$ cat config.mk
export PLATFORM = sky130hd
export DESIGN_NAME = usb_rx_ep_ctrl
export DESIGN_NICKNAME = d
export VERILOG_FILES = /design/src/rtl/usb_rx_ep_pkg.sv /design/src/rtl/usb_rx_ep_cfg.sv /design/src/rtl/usb_rx_ep_hsk.sv /design/src/rtl/usb_rx_ep_buf.sv /design/src/rtl/usb_rx_ep_ctrl.sv
export SDC_FILE = /design/constraint.sdc
export NUM_CORES = 1
export LEC_CHECK = 0
export BUFFER_PORTS_ARGS = -buffer_cell sky130_fd_sc_hd__buf_4
export CORE_MARGIN = 2
export CORE_UTILIZATION = 48
export CTS_CLUSTER_DIAMETER = 50
export DETAILED_ROUTE_END_ITERATION = 8
export HOLD_SLACK_MARGIN = 0.1
export PLACE_DENSITY_LB_ADDON = 0.3
export SLEW_MARGIN = 20
export SYNTH_ARGS = -nofsm -noshare
export SYNTH_HDL_FRONTEND = slang
export SYNTH_SLANG_ARGS = --single-unit
$ cat constraint.sdc
create_clock -name clk -period 2.53 [get_ports clk]
set_clock_uncertainty 0.1 [all_clocks]
set_input_delay 0.6325 -clock clk [delete_from_list [all_inputs] [get_ports clk]]
set_output_delay 0.6325 -clock clk [all_outputs]
set_load 0.01 [all_outputs]
$ cat src/rtl/usb_rx_ep_pkg.sv
package usb_rx_ep_pkg;

    typedef enum logic [2:0] {
        HS_NONE  = 3'd0,
        HS_ACK   = 3'd1,
        HS_NAK   = 3'd2,
        HS_NYET  = 3'd3,
        HS_STALL = 3'd4
    } hs_code_e;

    localparam int CSR_W   = 16;
    localparam int B_RDY   = 0;
    localparam int B_SFLAG = 1;
    localparam int B_STALL = 2;
    localparam int B_TCLR  = 3;
    localparam int B_INC   = 4;
    localparam int B_AUTO  = 5;
    localparam int B_ISO   = 6;
    localparam int B_NYOFF = 7;
    localparam int B_DMA   = 8;
    localparam int B_INT   = 9;
    localparam int B_TOG   = 10;
    localparam int B_HB    = 11;

    typedef struct packed {
        logic stall_en;
        logic auto_clr;
        logic iso;
        logic nyet_off;
        logic dma_en;
        logic int_en;
        logic hb;
    } cfg_t;

    typedef struct packed {
        logic valid;
        logic data1;
        logic incomp;
        logic pid_err;
    } rx_evt_t;

    typedef struct packed {
        logic incomp;
        logic pid_err;
    } slot_t;

    function automatic logic [CSR_W-1:0] csr_word(
        input cfg_t  c,
        input logic  ready,
        input logic  sflag,
        input slot_t head,
        input logic  toggle
    );
        logic [CSR_W-1:0] w;
        w          = '0;
        w[B_RDY]   = ready;
        w[B_SFLAG] = sflag;
        w[B_STALL] = c.stall_en;
        w[B_INC]   = c.hb & head.incomp;
        w[B_AUTO]  = c.auto_clr;
        w[B_ISO]   = c.iso;
        w[B_NYOFF] = c.iso ? head.pid_err : c.nyet_off;
        w[B_DMA]   = c.dma_en;
        w[B_INT]   = c.int_en;
        w[B_TOG]   = toggle;
        w[B_HB]    = c.hb;
        return w;
    endfunction

endpackage

$ cat src/rtl/usb_rx_ep_cfg.sv
module usb_rx_ep_cfg
    import usb_rx_ep_pkg::*;
#(
    parameter int MAXP_W   = 11,
    parameter int MAXP_RST = 64
) (
    input  logic              clk,
    input  logic              rst,
    input  logic              cpu_wr,
    input  logic              cpu_addr,
    input  logic [CSR_W-1:0]  cpu_wdata,
    output cfg_t              cfg,
    output logic [MAXP_W-1:0] maxp,
    output logic              act_pop,
    output logic              act_sflag_clr,
    output logic              act_tog_clr
);

    logic csr_wr;
    logic size_wr;

    assign csr_wr  = cpu_wr && !cpu_addr;
    assign size_wr = cpu_wr && cpu_addr;

    always_ff @(posedge clk) begin
        if (rst) begin
            cfg  <= '0;
            maxp <= MAXP_W'(MAXP_RST);
        end else begin
            if (csr_wr) begin
                cfg.stall_en <= cpu_wdata[B_STALL];
                cfg.auto_clr <= cpu_wdata[B_AUTO];
                cfg.iso      <= cpu_wdata[B_ISO];
                cfg.nyet_off <= cpu_wdata[B_NYOFF];
                cfg.dma_en   <= cpu_wdata[B_DMA];
                cfg.int_en   <= cpu_wdata[B_INT];
                cfg.hb       <= cpu_wdata[B_HB];
            end
            if (size_wr) begin
                maxp <= cpu_wdata[MAXP_W-1:0];
            end
        end
    end

    assign act_pop       = csr_wr && cpu_wdata[B_RDY];
    assign act_sflag_clr = csr_wr && cpu_wdata[B_SFLAG];
    assign act_tog_clr   = csr_wr && cpu_wdata[B_TCLR];

endmodule

$ cat src/rtl/usb_rx_ep_hsk.sv
module usb_rx_ep_hsk
    import usb_rx_ep_pkg::*;
(
    input  logic     clk,
    input  logic     rst,
    input  rx_evt_t  evt,
    input  cfg_t     cfg,
    input  logic     hs_mode,
    input  logic     full,
    input  logic     last_room,
    input  logic     tog_clr,
    output logic     hs_valid,
    output hs_code_e hs_code,
    output logic     accept,
    output slot_t    acc_slot,
    output logic     toggle
);

    hs_code_e code_d;
    logic     stall_act;

    assign stall_act = cfg.stall_en && !cfg.iso;

    always_comb begin
        code_d = HS_NONE;
        accept = 1'b0;
        if (evt.valid) begin
            if (stall_act) begin
                code_d = HS_STALL;
            end else if (cfg.iso) begin
                code_d = HS_NONE;
                accept = !full;
            end else if (full) begin
                code_d = HS_NAK;
            end else if (evt.data1 != toggle) begin
                code_d = HS_ACK;
            end else begin
                accept = 1'b1;
                code_d = (hs_mode && !cfg.nyet_off && last_room) ? HS_NYET : HS_ACK;
            end
        end
    end

    assign acc_slot.incomp  = evt.incomp;
    assign acc_slot.pid_err = evt.pid_err && cfg.iso;

    always_ff @(posedge clk) begin
        if (rst) begin
            hs_valid <= 1'b0;
            hs_code  <= HS_NONE;
            toggle   <= 1'b0;
        end else begin
            hs_valid <= evt.valid;
            hs_code  <= code_d;
            if (tog_clr) begin
                toggle <= 1'b0;
            end else if (accept && !cfg.iso) begin
                toggle <= !toggle;
            end
        end
    end

endmodule

$ cat src/rtl/usb_rx_ep_buf.sv
module usb_rx_ep_buf
    import usb_rx_ep_pkg::*;
#(
    parameter int NUM_BUF = 2,
    parameter int MAXP_W  = 11
) (
    input  logic              clk,
    input  logic              rst,
    input  logic              accept,
    input  slot_t             acc_slot,
    input  logic              cpu_pop,
    input  logic              fifo_rd,
    input  logic              auto_clr,
    input  logic [MAXP_W-1:0] maxp,
    output logic              ready,
    output logic              full,
    output logic              last_room,
    output slot_t             head,
    output logic [MAXP_W-1:0] unload_cnt
);

    localparam int CNT_W = $clog2(NUM_BUF + 1);
    localparam int PTR_W = (NUM_BUF > 1) ? $clog2(NUM_BUF) : 1;

    logic [CNT_W-1:0] occ;
    logic [PTR_W-1:0] wr_ptr;
    logic [PTR_W-1:0] rd_ptr;
    slot_t            slots [NUM_BUF];
    logic             auto_pop;
    logic             pop;

    function automatic logic [PTR_W-1:0] ptr_inc(input logic [PTR_W-1:0] p);
        return (p == PTR_W'(NUM_BUF - 1)) ? '0 : p + 1'b1;
    endfunction

    assign ready     = occ != '0;
    assign full      = occ == CNT_W'(NUM_BUF);
    assign last_room = occ == CNT_W'(NUM_BUF - 1);

    assign auto_pop = auto_clr && ready && fifo_rd && ((unload_cnt + 1'b1) == maxp);
    assign pop      = (cpu_pop && ready) || auto_pop;

    always_ff @(posedge clk) begin
        if (rst) begin
            occ        <= '0;
            wr_ptr     <= '0;
            rd_ptr     <= '0;
            unload_cnt <= '0;
        end else begin
            if (accept && !pop) begin
                occ <= occ + 1'b1;
            end else if (pop && !accept) begin
                occ <= occ - 1'b1;
            end
            if (accept) begin
                wr_ptr <= ptr_inc(wr_ptr);
            end
            if (pop) begin
                rd_ptr     <= ptr_inc(rd_ptr);
                unload_cnt <= '0;
            end else if (fifo_rd && ready) begin
                unload_cnt <= unload_cnt + 1'b1;
            end
        end
    end

    for (genvar i = 0; i < NUM_BUF; i++) begin : g_slot
        always_ff @(posedge clk) begin
            if (rst) begin
                slots[i] <= '0;
            end else if (accept && wr_ptr == PTR_W'(i)) begin
                slots[i] <= acc_slot;
            end else if (pop && rd_ptr == PTR_W'(i)) begin
                slots[i] <= '0;
            end
        end
    end

    assign head = ready ? slots[rd_ptr] : '0;

endmodule

$ cat src/rtl/usb_rx_ep_ctrl.sv
module usb_rx_ep_ctrl
    import usb_rx_ep_pkg::*;
#(
    parameter int NUM_BUF  = 2,
    parameter int MAXP_W   = 11,
    parameter int MAXP_RST = 64
) (
    input  logic              clk,
    input  logic              rst,
    input  logic              cpu_wr,
    input  logic              cpu_addr,
    input  logic [15:0]       cpu_wdata,
    output logic [15:0]       cpu_rdata,
    input  logic              fifo_rd,
    output logic [MAXP_W-1:0] unload_cnt,
    input  logic              hs_mode,
    input  logic              pkt_done,
    input  logic              pkt_data1,
    input  logic              pkt_incomp,
    input  logic              pkt_pid_err,
    input  logic              stall_sent,
    output logic              hs_valid,
    output logic [2:0]        hs_code,
    output logic              dma_req,
    output logic              irq
);

    cfg_t              cfg;
    logic [MAXP_W-1:0] maxp;
    logic              act_pop;
    logic              act_sflag_clr;
    logic              act_tog_clr;
    rx_evt_t           evt;
    hs_code_e          code_q;
    logic              accept;
    slot_t             acc_slot;
    logic              toggle;
    logic              pkt_rdy;
    logic              buf_full;
    logic              last_room;
    slot_t             head;
    logic              stall_flag;
    logic              iso_mode;
    logic              stall_mode;
    logic              incomp_rd;

    assign evt = '{valid: pkt_done, data1: pkt_data1, incomp: pkt_incomp, pid_err: pkt_pid_err};

    usb_rx_ep_cfg #(.MAXP_W(MAXP_W), .MAXP_RST(MAXP_RST)) cfg_i (
        .clk           (clk),
        .rst           (rst),
        .cpu_wr        (cpu_wr),
        .cpu_addr      (cpu_addr),
        .cpu_wdata     (cpu_wdata),
        .cfg           (cfg),
        .maxp          (maxp),
        .act_pop       (act_pop),
        .act_sflag_clr (act_sflag_clr),
        .act_tog_clr   (act_tog_clr)
    );

    usb_rx_ep_hsk hsk_i (
        .clk       (clk),
        .rst       (rst),
        .evt       (evt),
        .cfg       (cfg),
        .hs_mode   (hs_mode),
        .full      (buf_full),
        .last_room (last_room),
        .tog_clr   (act_tog_clr),
        .hs_valid  (hs_valid),
        .hs_code   (code_q),
        .accept    (accept),
        .acc_slot  (acc_slot),
        .toggle    (toggle)
    );

    usb_rx_ep_buf #(.NUM_BUF(NUM_BUF), .MAXP_W(MAXP_W)) buf_i (
        .clk        (clk),
        .rst        (rst),
        .accept     (accept),
        .acc_slot   (acc_slot),
        .cpu_pop    (act_pop),
        .fifo_rd    (fifo_rd),
        .auto_clr   (cfg.auto_clr),
        .maxp       (maxp),
        .ready      (pkt_rdy),
        .full       (buf_full),
        .last_room  (last_room),
        .head       (head),
        .unload_cnt (unload_cnt)
    );

    always_ff @(posedge clk) begin
        if (rst) begin
            stall_flag <= 1'b0;
            irq        <= 1'b0;
        end else begin
            if (stall_sent) begin
                stall_flag <= 1'b1;
            end else if (act_sflag_clr) begin
                stall_flag <= 1'b0;
            end
            irq <= accept && cfg.int_en;
        end
    end

    assign hs_code    = code_q;
    assign dma_req    = cfg.dma_en && pkt_rdy;
    assign iso_mode   = cfg.iso;
    assign stall_mode = cfg.stall_en;

    logic [CSR_W-1:0] csr_val;
    assign csr_val   = csr_word(cfg, pkt_rdy, stall_flag, head, toggle);
    assign incomp_rd = csr_val[B_INC];
    assign cpu_rdata = cpu_addr ? 16'(maxp) : csr_val;

endmodule

==> results.md, run 1 <==
- Status: completed
- PortBufs: 51
- R2R cell count: 11
- Top FF cell, synth: dfxtp_1
- Mapped Area: 2380 µm²
- CP cell instances: ha_4 -> nand4_1 -> or4_1 -> a211o_1 -> a31oi_4 -> a21boi_4 -> ha_4 -> xor2_1 -> nor2_1 -> a21oi_1 -> nor2_1
- Vias in the first global route: 1891
- Chip height: 74.4 µm
- P per Cell Area: between 500 and 600 nW/µm²
- Synth Warn #: 0
- Worst hold slack: 0.352 ns
- Maximum vdd ir drop: 0.385 mV
- Largest delay share family, worst path: simple AND/OR/NAND/NOR gates
- CTS tree: built
- Via-to-Cell Ratio: 5.07
- Library cells used by synthesis: 45
- Tcrit/Tclk final: 99.6%
- Initial Util: 50.1%
- Initial antenna violation count: 0
- Drt drc: 0
- Final hold viol count: 0
- CP Buf/Inv Count: 0
- Leak Pwr: ~1.3 nW
- Post-Place Setup Slack: -0.117 ns
- CTS sink count: 45
- Core box area: about 4800 µm²
- Final ANT Viol Nets: 0
- Crit Path Max Fanout: 4
- 1st-pass router iterations: 4
- Root Driver: clkbuf_8
- RSZ-0062 raised after global routing: yes
- Fraction of registers with async set/reset: 0%
- Mapped Cells: 277
- Largest net degree at the start of global routing: 30
- Via count: 2065
- Final core occ: between 60 and 70%
- Worst reg-to-reg setup slack: 0.01 ns
- Hpwl dp: around 4100 µm
- R2R Path Start: buf_i.unload_cnt[0]$_SDFFE_PP0P_
- Crit path DAT: 2.62 ns
- Num rows: 25
- GRT Total Usage: 20.4%
- Syn avg cell area: 8.59 µm²
- Clk slew on worst S/H paths: 0.09 ns
- Layout Nets: between 300 and 400
- Slew Viols, Final: 0
- Area Growth Syn to Fin: 28.5%
- Number of diodes: 0
- Hold crit path type: flip-flop to flip-flop
- Seq/Total Area, Yosys: 39.5%
- Iter 0 DRT Violations: 105
- Die ar.: 5540 µm²
- Startpoint Class: flip-flop
- MaxCap Viol Count: 0
- Critical Path Sink Type: flip-flop
- Crit Path Category: flip-flop to flip-flop
- # setup viols final: 0
- Num CTS Buffers: 5
- Slowest library cell on the worst path: or4_1
- Worst flop-to-flop path endpoint: buf_i.occ[1]$_SDFFE_PP0P_
- Period minus WS final: around 2.5 ns
- Drt wl/cell: 13.8 µm
- Post-synth EDFFs: 4
- Register bit count reported by yosys: 45
- Setup WS post-layout: 0.0105 ns
- Clock Latency Late Sink: 0.31 ns
- First-pass GRT wire length: 8590 µm
- GR Overflow Total: 0
- Highest clock rate: 397 MHz
- Die W: 74.4 µm
- Stages on the worst setup path: 11
- Crit path to: buf_i.occ[1]$_SDFFE_PP0P_
- CP required: around 2.6 ns
- Worst setup path startpoint: buf_i.unload_cnt[0]$_SDFFE_PP0P_
- Postcts setup bufs: 0
- H-tree levels: 2
- Fill cells: 424
- Drt total wl: 5600 µm
- IO Count: 60
- Share of cells above drive strength 1: 30.9%
- Placer Congestion: 0.788
- Longest Clk Path Bufs: 2
- CP peak stage delay: 0.46 ns
cell families after synthesis:
family	Yosys count	share of synthesized area [%]
other	1	0.158
AO/OA/AOI/OAI	37	9.94
multiplexers	12	5.78
AND/OR/NAND/NOR	117	23.4
XOR/XNOR	28	10.3
adder cells (fa/ha/maj)	7	3.68
buffers and inverters	30	7.15
flip-flops	45	39.5
worst min path at each step:
| stage | startpoint | endpoint | cells after the start |
|---|---|---|---|
| final | cfg_i.cfg[0]$_SDFFE_PP0P_ | cfg_i.cfg[0]$_SDFFE_PP0P_ | 2 |
| after global routing | cfg_i.cfg[0]$_SDFFE_PP0P_ | cfg_i.cfg[0]$_SDFFE_PP0P_ | 2 |
| after CTS | cfg_i.cfg[0]$_SDFFE_PP0P_ | cfg_i.cfg[0]$_SDFFE_PP0P_ | 2 |
| after detailed placement | cfg_i.cfg[0]$_SDFFE_PP0P_ | cfg_i.cfg[0]$_SDFFE_PP0P_ | 2 |
| after global placement | cfg_i.cfg[0]$_SDFFE_PP0P_ | cfg_i.cfg[0]$_SDFFE_PP0P_ | 2 |
| after floorplan | cfg_i.cfg[0]$_SDFFE_PP0P_ | cfg_i.cfg[0]$_SDFFE_PP0P_ | 2 |
synthesized netlist by cell type (3+ instances only):
cell / n / area, µm²
xnor2_1: 13 / 114
nand4_1: 8 / 50.1
nand3_1: 5 / 25.0
dfxtp_1: 41 / 821
mux2_2: 10 / 113
buf_4: 6 / 45.0
nor2_1: 26 / 97.6
and2_1: 3 / 18.8
nand2_1: 50 / 188
edfxtp_1: 4 / 120
and3_1: 5 / 31.3
nor2b_1: 6 / 37.5
inv_1: 12 / 45.0
xor2_1: 15 / 131
a21oi_1: 21 / 105
ha_1: 7 / 87.6
o21ai_0: 4 / 20.0
clkbuf_1: 7 / 26.3
what timing repair did:
item / in CTS / in global routing
endpoints found under the setup margin: 3 / 6
pin swaps: 3 / 1
gates cloned: 0 / 0
resized for setup: 4 / 9
hold buffers: 0 / 0
worst reg2reg max path, stage by stage, from the launching register on:
cell      delay (ns)
dfxtp_2         0.36
ha_4            0.16
nand4_1         0.17
or4_1           0.46
a211o_1         0.31
a31oi_4         0.21
a21boi_4        0.11
ha_4            0.18
xor2_1          0.16
nor2_1          0.05
a21oi_1         0.11
nor2_1          0.05
through the flow:
step / power (mW) / instances / setup TNS, ns / area [µm²]
after floorplan: 1.03 / 280 / 0 / 2400
after CTS: 1.73 / 407 / -0.0289 / 3010
after detailed placement: 1.19 / 399 / -0.402 / 2880
after global placement: 1.18 / 399 / -0.131 / 2880
final: 1.75 / 407 / 0 / 3060
after global routing: 1.83 / 407 / -0.554 / 3060
report_power, final:
group          switching, mW  leakage [nW]  internal (mW)  total [mW]
Sequential            0.0328         0.378          0.764       0.797
Combinational          0.205         0.909          0.192       0.397
Clock                  0.257        0.0554          0.297       0.554
Total                  0.495          1.34           1.25        1.75
sequential cells by signal (all words and copies together) (netlist names), named ones only:
name              count
irq                   1
buf_i.occ             2
hsk_i.toggle          1
stall_flag            1
buf_i.wr_ptr          1
hsk_i.hs_valid        1
buf_i.unload_cnt     11
hsk_i.hs_code         3
buf_i.rd_ptr          1
cfg_i.maxp           11
buf_i.slots           4
cfg_i.cfg             7
final cells by class:
| type | instances | area (µm²) | area share [%] |
|---|---|---|---|
| Tap cell | 67 | 83.8 | 2.74 |
| Clock inverter | 2 | 38.8 | 1.27 |
| Sequential cell | 45 | 945 | 30.9 |
| Multi-Input combinational cell | 205 | 1350 | 44.1 |
| Clock buffer | 6 | 72.6 | 2.37 |
| Timing Repair Buffer | 70 | 526 | 17.2 |
| Inverter | 12 | 45.0 | 1.47 |
cell usage in the layout (no fill, tap or decap), drive strengths merged, types with 2 or more instances in the layout:
| cell | count |
|---|---|
| buf | 70 |
| nand2 | 50 |
| and3 | 7 |
| a211o | 2 |
| o21ai | 4 |
| conb | 4 |
| edfxtp | 4 |
| or4 | 2 |
| nand4 | 8 |
| nor3 | 2 |
| xnor2 | 13 |
| a21oi | 21 |
| nand3 | 6 |
| xor2 | 15 |
| and2 | 3 |
| ha | 7 |
| dfxtp | 41 |
| clkbuf | 6 |
| mux2 | 11 |
| nor2 | 26 |
| nor3b | 2 |
| a31oi | 2 |
| inv | 12 |
| a211oi | 2 |
| nor2b | 6 |
layer usage:
layer / vias up / global-route usage (%) / routed length [µm]
li1: 1039 / - / -
met1: 961 / 27.7 / 2510
met2: 57 / 32.3 / 2720
met3: 8 / 5.01 / 290
met4: 0 / 6.35 / 81
met5: - / 0 / 0
(Power assumes the default switching activity.)
==> run 2, diff against run 1 <==
CORE_UTILIZATION = 53   (was 48)
clock period = 2.8 ns   (was 2.53 ns; I/O delays follow)
==> run 2 against run 1 <==
Total power decreased by 16%. Critical path depth decreased by 1. Combinational power decreased by 19%. Sequential share of layout area increased by 1.7 points. Worst setup slack improved by 0.17 ns. Critical path type unchanged.
==> results.md, run 2 (synthesis results as in run 1) <==
- Area Growth Syn to Fin: 21.3%
- Clock Latency Late Sink: 0.31 ns (about the same)
- Setup TNS Final: 0 ns (unchanged)
- Die ar.: 5040 µm² (-8.9%)
- Tcrit/Tclk final: 93.7% (-5.9 points)
- MaxCap Viol Count: 0 (unchanged)
- Share of cells above drive strength 1: 26.7% (-4.1 points)
- Sw Pwr: 0.418 mW (-16%)
- PortBufs: 51 (unchanged)
- Hold crit path type: flip-flop to flip-flop
- Chip height: 71.0 µm (-4.6%)
- Drt drc: 0 (unchanged)
- Longest Clk Path Bufs: 2 (unchanged)
- Slowest library cell on the worst path: or4_1
- Regs by FF count: buf_i.unload_cnt (11), cfg_i.maxp (11), cfg_i.cfg (7)
- Most common cell after layout, fill and taps aside: buf_4
- Status: completed
- P per Cell Area: 506 nW/µm² (-11%)
- Crit Path Max Fanout: 6 (+2)
- R2R Path Start: buf_i.unload_cnt[0]$_SDFFE_PP0P_
- H-tree levels: 2 (unchanged)
- Largest delay share family, worst path: compound AO/OA/AOI/OAI gates
- Maximum vdd ir drop: 0.286 mV (-26%)
- Postcts setup bufs: 0 (unchanged)
- Post-CTS Hold Buffers: 0 (unchanged)
- Clk pwr share: 28.5% (-3.2 points)
- GRT Total Usage: 21.9% (+1.5 points)
- Final hold viol count: 0 (unchanged)
- Net Sw Frac: 28.6% (+0.27 points)
- Crit path DAT: 2.52 ns (-0.10 ns)
- CP cell instances: ha_4 -> nand4_1 -> or4_1 -> a211o_1 -> a31oi_2 -> a21boi_2 -> inv_1 -> ha_1 -> nor2_1 -> o21ai_0
- Slew Viols, Final: 0 (unchanged)
- Root Driver: clkbuf_8
- Critical Path Sink Type: flip-flop
- Layout Nets: 362 (-2.9%)
- Num rows: 24 (-4.0%)
- Largest net degree at the start of global routing: 30 (unchanged)
- # setup viols final: 0 (unchanged)
- Startpoint Class: flip-flop
- CP required: 2.69 ns (+0.06 ns)
- Pwr Total: 1.46 mW (-16%)
- Via count: 2011 (-2.6%)
- CTS tree: built
- IO Count: 60 (unchanged)
- Placer Congestion: 0.821 (+4.3%)
- CTS sink count: 45 (unchanged)
- Drt wl/cell: 13.9 µm (+0.78%)
- Leak Pwr: 1.27 nW (-5.7%)
- CP peak stage delay: 0.44 ns (-0.02 ns)
- Sequential power share: 49.4% (+3.8 points)
- Worst setup path startpoint: buf_i.unload_cnt[0]$_SDFFE_PP0P_
- Period minus WS final: 2.62 ns (+0.103 ns)
- Initial antenna violation count: 0 (unchanged)
- 1st-pass router iterations: 4 (unchanged)
- CP Buf/Inv Count: 1 (+1)
- Hpwl dp: 3950 µm (-4.5%)
- Crit Path Category: flip-flop to flip-flop
- Via-to-Cell Ratio: 5.28 (+4.0%)
- RSZ-0062 raised after global routing: no
- First-pass GRT wire length: 8660 µm (+0.80%)
- Combinational Power Share: 22.1% (-0.6 points)
- Core box area: 4350 µm² (-8.4%)
- Hold path startpoint: cfg_i.cfg[0]$_SDFFE_PP0P_
- Vias in the first global route: 1874 (-0.90%)
- Initial Util: 54.7% (+4.6 points)
- Clk slew on worst S/H paths: 0.08 ns (about the same)
- Area taken by multi-input logic gates: 1300 µm² (-3.4%)
- Iter 0 DRT Violations: 114 (+8.6%)
- Final ANT Viol Nets: 0 (unchanged)
- Die W: 71.0 µm (-4.6%)
- Drt total wl: 5280 µm (-5.7%)
- Fill cells: 383 (-9.7%)
- GR Overflow Total: 0 (unchanged)
- Storage cell area: 942 µm² (-0.26%)
- Highest clock rate: 381 MHz (-3.9%)
- Number of diodes: 0 (unchanged)
- Int Pwr: 1.04 mW (-17%)
- Commonest cells after routing, fill and taps aside: 59 x buf_4, 50 x nand2_1, 40 x dfxtp_1
- Num CTS Buffers: 5 (unchanged)
## run 2: layout make-up
type / count / share of cell area [%]
well taps: 52 / 2.25
inverters: 12 / 1.56
multi-input cells: 205 / 45.1
repair buffers: 59 / 15.3
flip-flops and latches: 45 / 32.6
clock buffers: 8 / 3.12
## run 2: worst register-to-register path, delay by kind of cell (launching register included)
family,cells,cell delay [ns]
AOI/OAI and AO/OA,4,0.74
adders and majority gates,2,0.34
buffers and inverters,1,0.12
DFF,1,0.38
and+or+nand+nor,3,0.64
## run 2: worst paths after layout
check                                     to  slack (ns)  depth (start not counted)
max          buf_i.slots[1][0]$_SDFFCE_PP0P_        0.18                         10
min                cfg_i.cfg[0]$_SDFFE_PP0P_        0.35                          2
max reg2reg  buf_i.slots[1][0]$_SDFFCE_PP0P_        0.18                         10
min reg2reg        cfg_i.cfg[0]$_SDFFE_PP0P_        0.35                          2
## run 2: what timing repair did
| item | in CTS | in global routing |
|---|---|---|
| gates resized for setup | 0 | 7 |
| endpoints found under the setup margin | 0 | 6 |
| endpoints found under the hold margin | 0 | 0 |
## run 2: stage by stage
stage	setup WS, ns	hold slack [ns]	util [%]	cells	instance area (µm²)
floorplan	0.105	0.332	-	280	2390
global placement	0.0879	0.339	63.7	373	2770
global route	0.0246	0.389	66.3	381	2890
finish	0.178	0.354	66.3	381	2890
detailed placement	0.0516	0.347	63.7	373	2770
CTS	0.0639	0.356	65.8	381	2860
## run 2: layer usage
| metal | vias up | part of all wire (%) | GRT usage [%] |
|---|---|---|---|
| li1 | 1013 | - | - |
| met1 | 942 | 44 | 28.0 |
| met2 | 48 | 50 | 35.9 |
| met3 | 8 | 4.8 | 5.27 |
| met4 | 0 | 1.8 | 8.60 |
| met5 | - | 0 | 0 |
## run 2: power groups by stage
stage               clock [mW]  combinational (mW)  sequential (mW)
floorplan                    0               0.198            0.735
finish                   0.416               0.323            0.721
global placement             0               0.307            0.732
global route             0.455               0.357            0.727
CTS                      0.421               0.317            0.719
detailed placement           0               0.315            0.735
==> run 3, diff against run 2 <==
ABC_AREA = 1   (was unset)
PLACE_DENSITY = 0.86   (was unset)
PLACE_DENSITY_LB_ADDON = unset   (was 0.3)
==> run 3 against run 2 <==
Combinational power rose by 14%. Die area rose by 1.7%. Highest routed layer unchanged. Cell count rose by 17%. Utilization rose by 0.34 points. Via count rose by 15%.
==> results.md, run 3 <==
- Top FF cell, synth: dfxtp_1
- Period minus WS final: 2.54 ns (-0.0873 ns)
- Placer Congestion: 0.853 (+3.8%)
- Fraction of registers with async set/reset: 0% (unchanged)
- Slew Viols, Final: 0 (unchanged)
- First-pass GRT wire length: 9160 µm (+5.7%)
- 1st-pass router iterations: 4 (unchanged)
- Num CTS Buffers: 5 (unchanged)
- Tcrit/Tclk final: 90.5% (-3.1 points)
- Drt wl/cell: 12.2 µm (-12%)
- Clock Latency Late Sink: 0.31 ns (about the same)
- MaxCap Viol Count: 0 (unchanged)
- GRT Total Usage: 22.6% (+0.62 points)
- Sw Pwr: 0.479 mW (+15%)
- Area Growth Syn to Fin: 20.6%
- Mapped Area: 2420 µm² (+1.8%)
- Number of diodes: 0 (unchanged)
- Startpoint Class: flip-flop
- Largest net degree at the start of global routing: 21 (-30%)
- Most common cell in the netlist: nand2_1
- Largest area contributor in the netlist: dfxtp_1
- RSZ-0062 raised after global routing: no
- Via count: 2319 (+15%)
- IO Count: 60 (unchanged)
- Hpwl dp: 4300 µm (+9.0%)
- Chip height: 71.6 µm (+0.84%)
- Sequential power share: 49.3% (about the same)
- Status: completed
- Num rows: 24 (unchanged)
- Synth Warn #: 0 (unchanged)
- Crit Path Max Fanout: 10 (+4)
- CTS tree: built
- Share of cells above drive strength 1: 22.6% (-4.2 points)
- Highest clock rate: 394 MHz (+3.4%)
- P per Cell Area: 517 nW/µm² (+2.2%)
- Initial antenna violation count: 0 (unchanged)
- Final std cells w/o fill: 446 (+17%)
- Post-Place Setup Slack: 0.268 ns (+0.216 ns)
- Via-to-Cell Ratio: 5.20 (-1.5%)
- Syn avg cell area: 7.08 µm² (-18%)
- Synth area leaders: dfxtp_1 34%, nand2_1 11%, inv_1 7.0%, o21ai_0 6.6%, a21oi_1 5.8%
- CP required: 2.00 ns (-0.69 ns)
- Commonest cells after routing, fill and taps aside: 70 x nand2_1, 55 x buf_4, 45 x inv_1
- Int Pwr: 1.03 mW (-1.1%)
- Vias in the first global route: 2158 (+15%)
- Yosys top cell area share: 33.9% (-0.61 points)
- Drt drc: 0 (unchanged)
- Setup WS post-layout: 0.265 ns (+0.0873 ns)
- Post-CTS Hold Buffers: 0 (unchanged)
- Worst reg-to-reg setup slack: 0.28 ns (+0.10 ns)
- Iter 0 DRT Violations: 118 (+3.5%)
- Root Driver: clkbuf_8
- Crit path DAT: 1.74 ns (-0.78 ns)
- Cts repair resizes: 0 (unchanged)
- Seq/Total Area, Yosys: 38.8% (-0.69 points)
- Crit Path Category: flip-flop to primary output
- Maximum vdd ir drop: 0.359 mV (+25%)
- Critical Path Sink Type: primary output
- Mapped Cells: 342 (+23%)
- Die ar.: 5130 µm² (+1.7%)
- Combinational Power Share: 24.4% (+2.3 points)
- Regs by FF count: buf_i.unload_cnt (11), cfg_i.maxp (11), cfg_i.cfg (7)
- Placed Cells: 438 (+17%)
- Clk slew on worst S/H paths: 0.09 ns (about the same)
- Register bit count reported by yosys: 45 (unchanged)
- Post-synth EDFFs: 4 (unchanged)
- Setup TNS Final: 0 ns (unchanged)
- CP peak stage delay: 0.36 ns (-0.08 ns)
- Layout Nets: 427 (+18%)
- Most common cell after layout, fill and taps aside: nand2_1
- Drt total wl: 5460 µm (+3.3%)
- Postcts setup bufs: 0 (unchanged)
- H-tree levels: 2 (unchanged)
- Slowest library cell on the worst path: dfxtp_1
- Final ANT Viol Nets: 0 (unchanged)
- Longest Clk Path Bufs: 2 (unchanged)
- CP cell instances: clkinv_1 -> a211oi_1 -> o21ai_0 -> a22oi_1 -> buf_4
- Library cells used by synthesis: 35 (-22%)
- Leak Pwr: 1.36 nW (+7.5%)
- Clk pwr share: 26.4% (-2.1 points)
- PortBufs: 51 (unchanged)
- # setup viols final: 0 (unchanged)
- Final hold viol count: 0 (unchanged)
- Hold crit path type: flip-flop to flip-flop
- Initial Util: 55.3% (+0.60 points)
- Synth top cells by count: 70 x nand2_1, 45 x inv_1, 41 x dfxtp_1, 32 x o21ai_0, 28 x a21oi_1
- GR Overflow Total: 0 (unchanged)
- Die W: 71.6 µm (+0.84%)
- Core box area: 4380 µm² (+0.69%)
- Net Sw Frac: 31.7% (+3.1 points)
- CTS sink count: 45 (unchanged)
[run 3: cell count changes in the layout (fill, tap and decap cells not counted), sizes merged, moves of 4 or more]
cell,change
nor2b,-6
xnor2,-10
nand3,+20
inv,+36
buf,-4
and3,-7
nor2,+15
o21ai,+28
nand2,+24
mux2,-11
nand4,-6
xor2,-13
a21oi,+7
[run 3: worst paths after layout]
kind,startpoint,end,cells past startpoint
worst max-delay path,cfg_i.cfg[4]$_SDFFE_PP0P_,cpu_rdata[7],5
worst min register to register,cfg_i.cfg[4]$_SDFFE_PP0P_,hsk_i.hs_code[2]$_SDFF_PP0_,1
worst min-delay path,cfg_i.cfg[4]$_SDFFE_PP0P_,hsk_i.hs_code[2]$_SDFF_PP0_,1
worst max register to register,buf_i.unload_cnt[0]$_SDFFE_PP0P_,buf_i.occ[0]$_SDFFE_PP0P_,15
[run 3: area by class of cell]
cell class	count	area, µm²
Clock buffer	5	68.8
Clock inverter	3	16.3
Fill cell	390	1460
Inverter	48	180
Multi-Input combinational cell	238	1240
Sequential cell	45	941
Tap cell	52	65.1
Timing Repair Buffer	55	413
[run 3: logic make-up after synthesis]
kind of cell / Yosys count / synth area share [%]
simple gates: 154 / 29.5
compound gates: 66 / 14.4
buf+inv: 62 / 10.5
flops: 45 / 38.8
fa+ha+maj: 7 / 3.62
xor+xnor: 5 / 2.12
mux: 2 / 0.826
other cells: 1 / 0.155
[run 3: power groups by stage]
stage,clock network (mW),registers (mW),logic [mW]
finish,0.398,0.744,0.369
global route,0.432,0.751,0.413
CTS,0.404,0.745,0.371
detailed placement,0,0.760,0.369
global placement,0,0.757,0.358
floorplan,0,0.759,0.238
[run 3: stage by stage]
step	util (%)	power, mW	hold WS [ns]	cell area [µm²]
final	66.6	1.51	0.362	2920
after global routing	66.6	1.60	0.397	2920
after CTS	66.6	1.52	0.362	2920
after detailed placement	64.7	1.13	0.345	2840
after global placement	64.7	1.11	0.349	2840
after floorplan	-	0.997	0.322	2430
[run 3: per-layer routing]
| layer | track usage (%) | vias up | part of all wire, % |
|---|---|---|---|
| li1 | - | 1190 | - |
| met5 | 0 | - | 0 |
| met4 | 8.18 | 0 | 1.4 |
| met3 | 5.20 | 9 | 5.5 |
| met1 | 25.8 | 1062 | 41 |
| met2 | 40.8 | 58 | 52 |
[run 3: worst max-delay path, delay by kind of cell (launching register included)]
| family | cells | cell delay, ns |
|---|---|---|
| flops | 1 | 0.36 |
| buf+inv | 2 | 0.40 |
| compound gates | 3 | 0.66 |
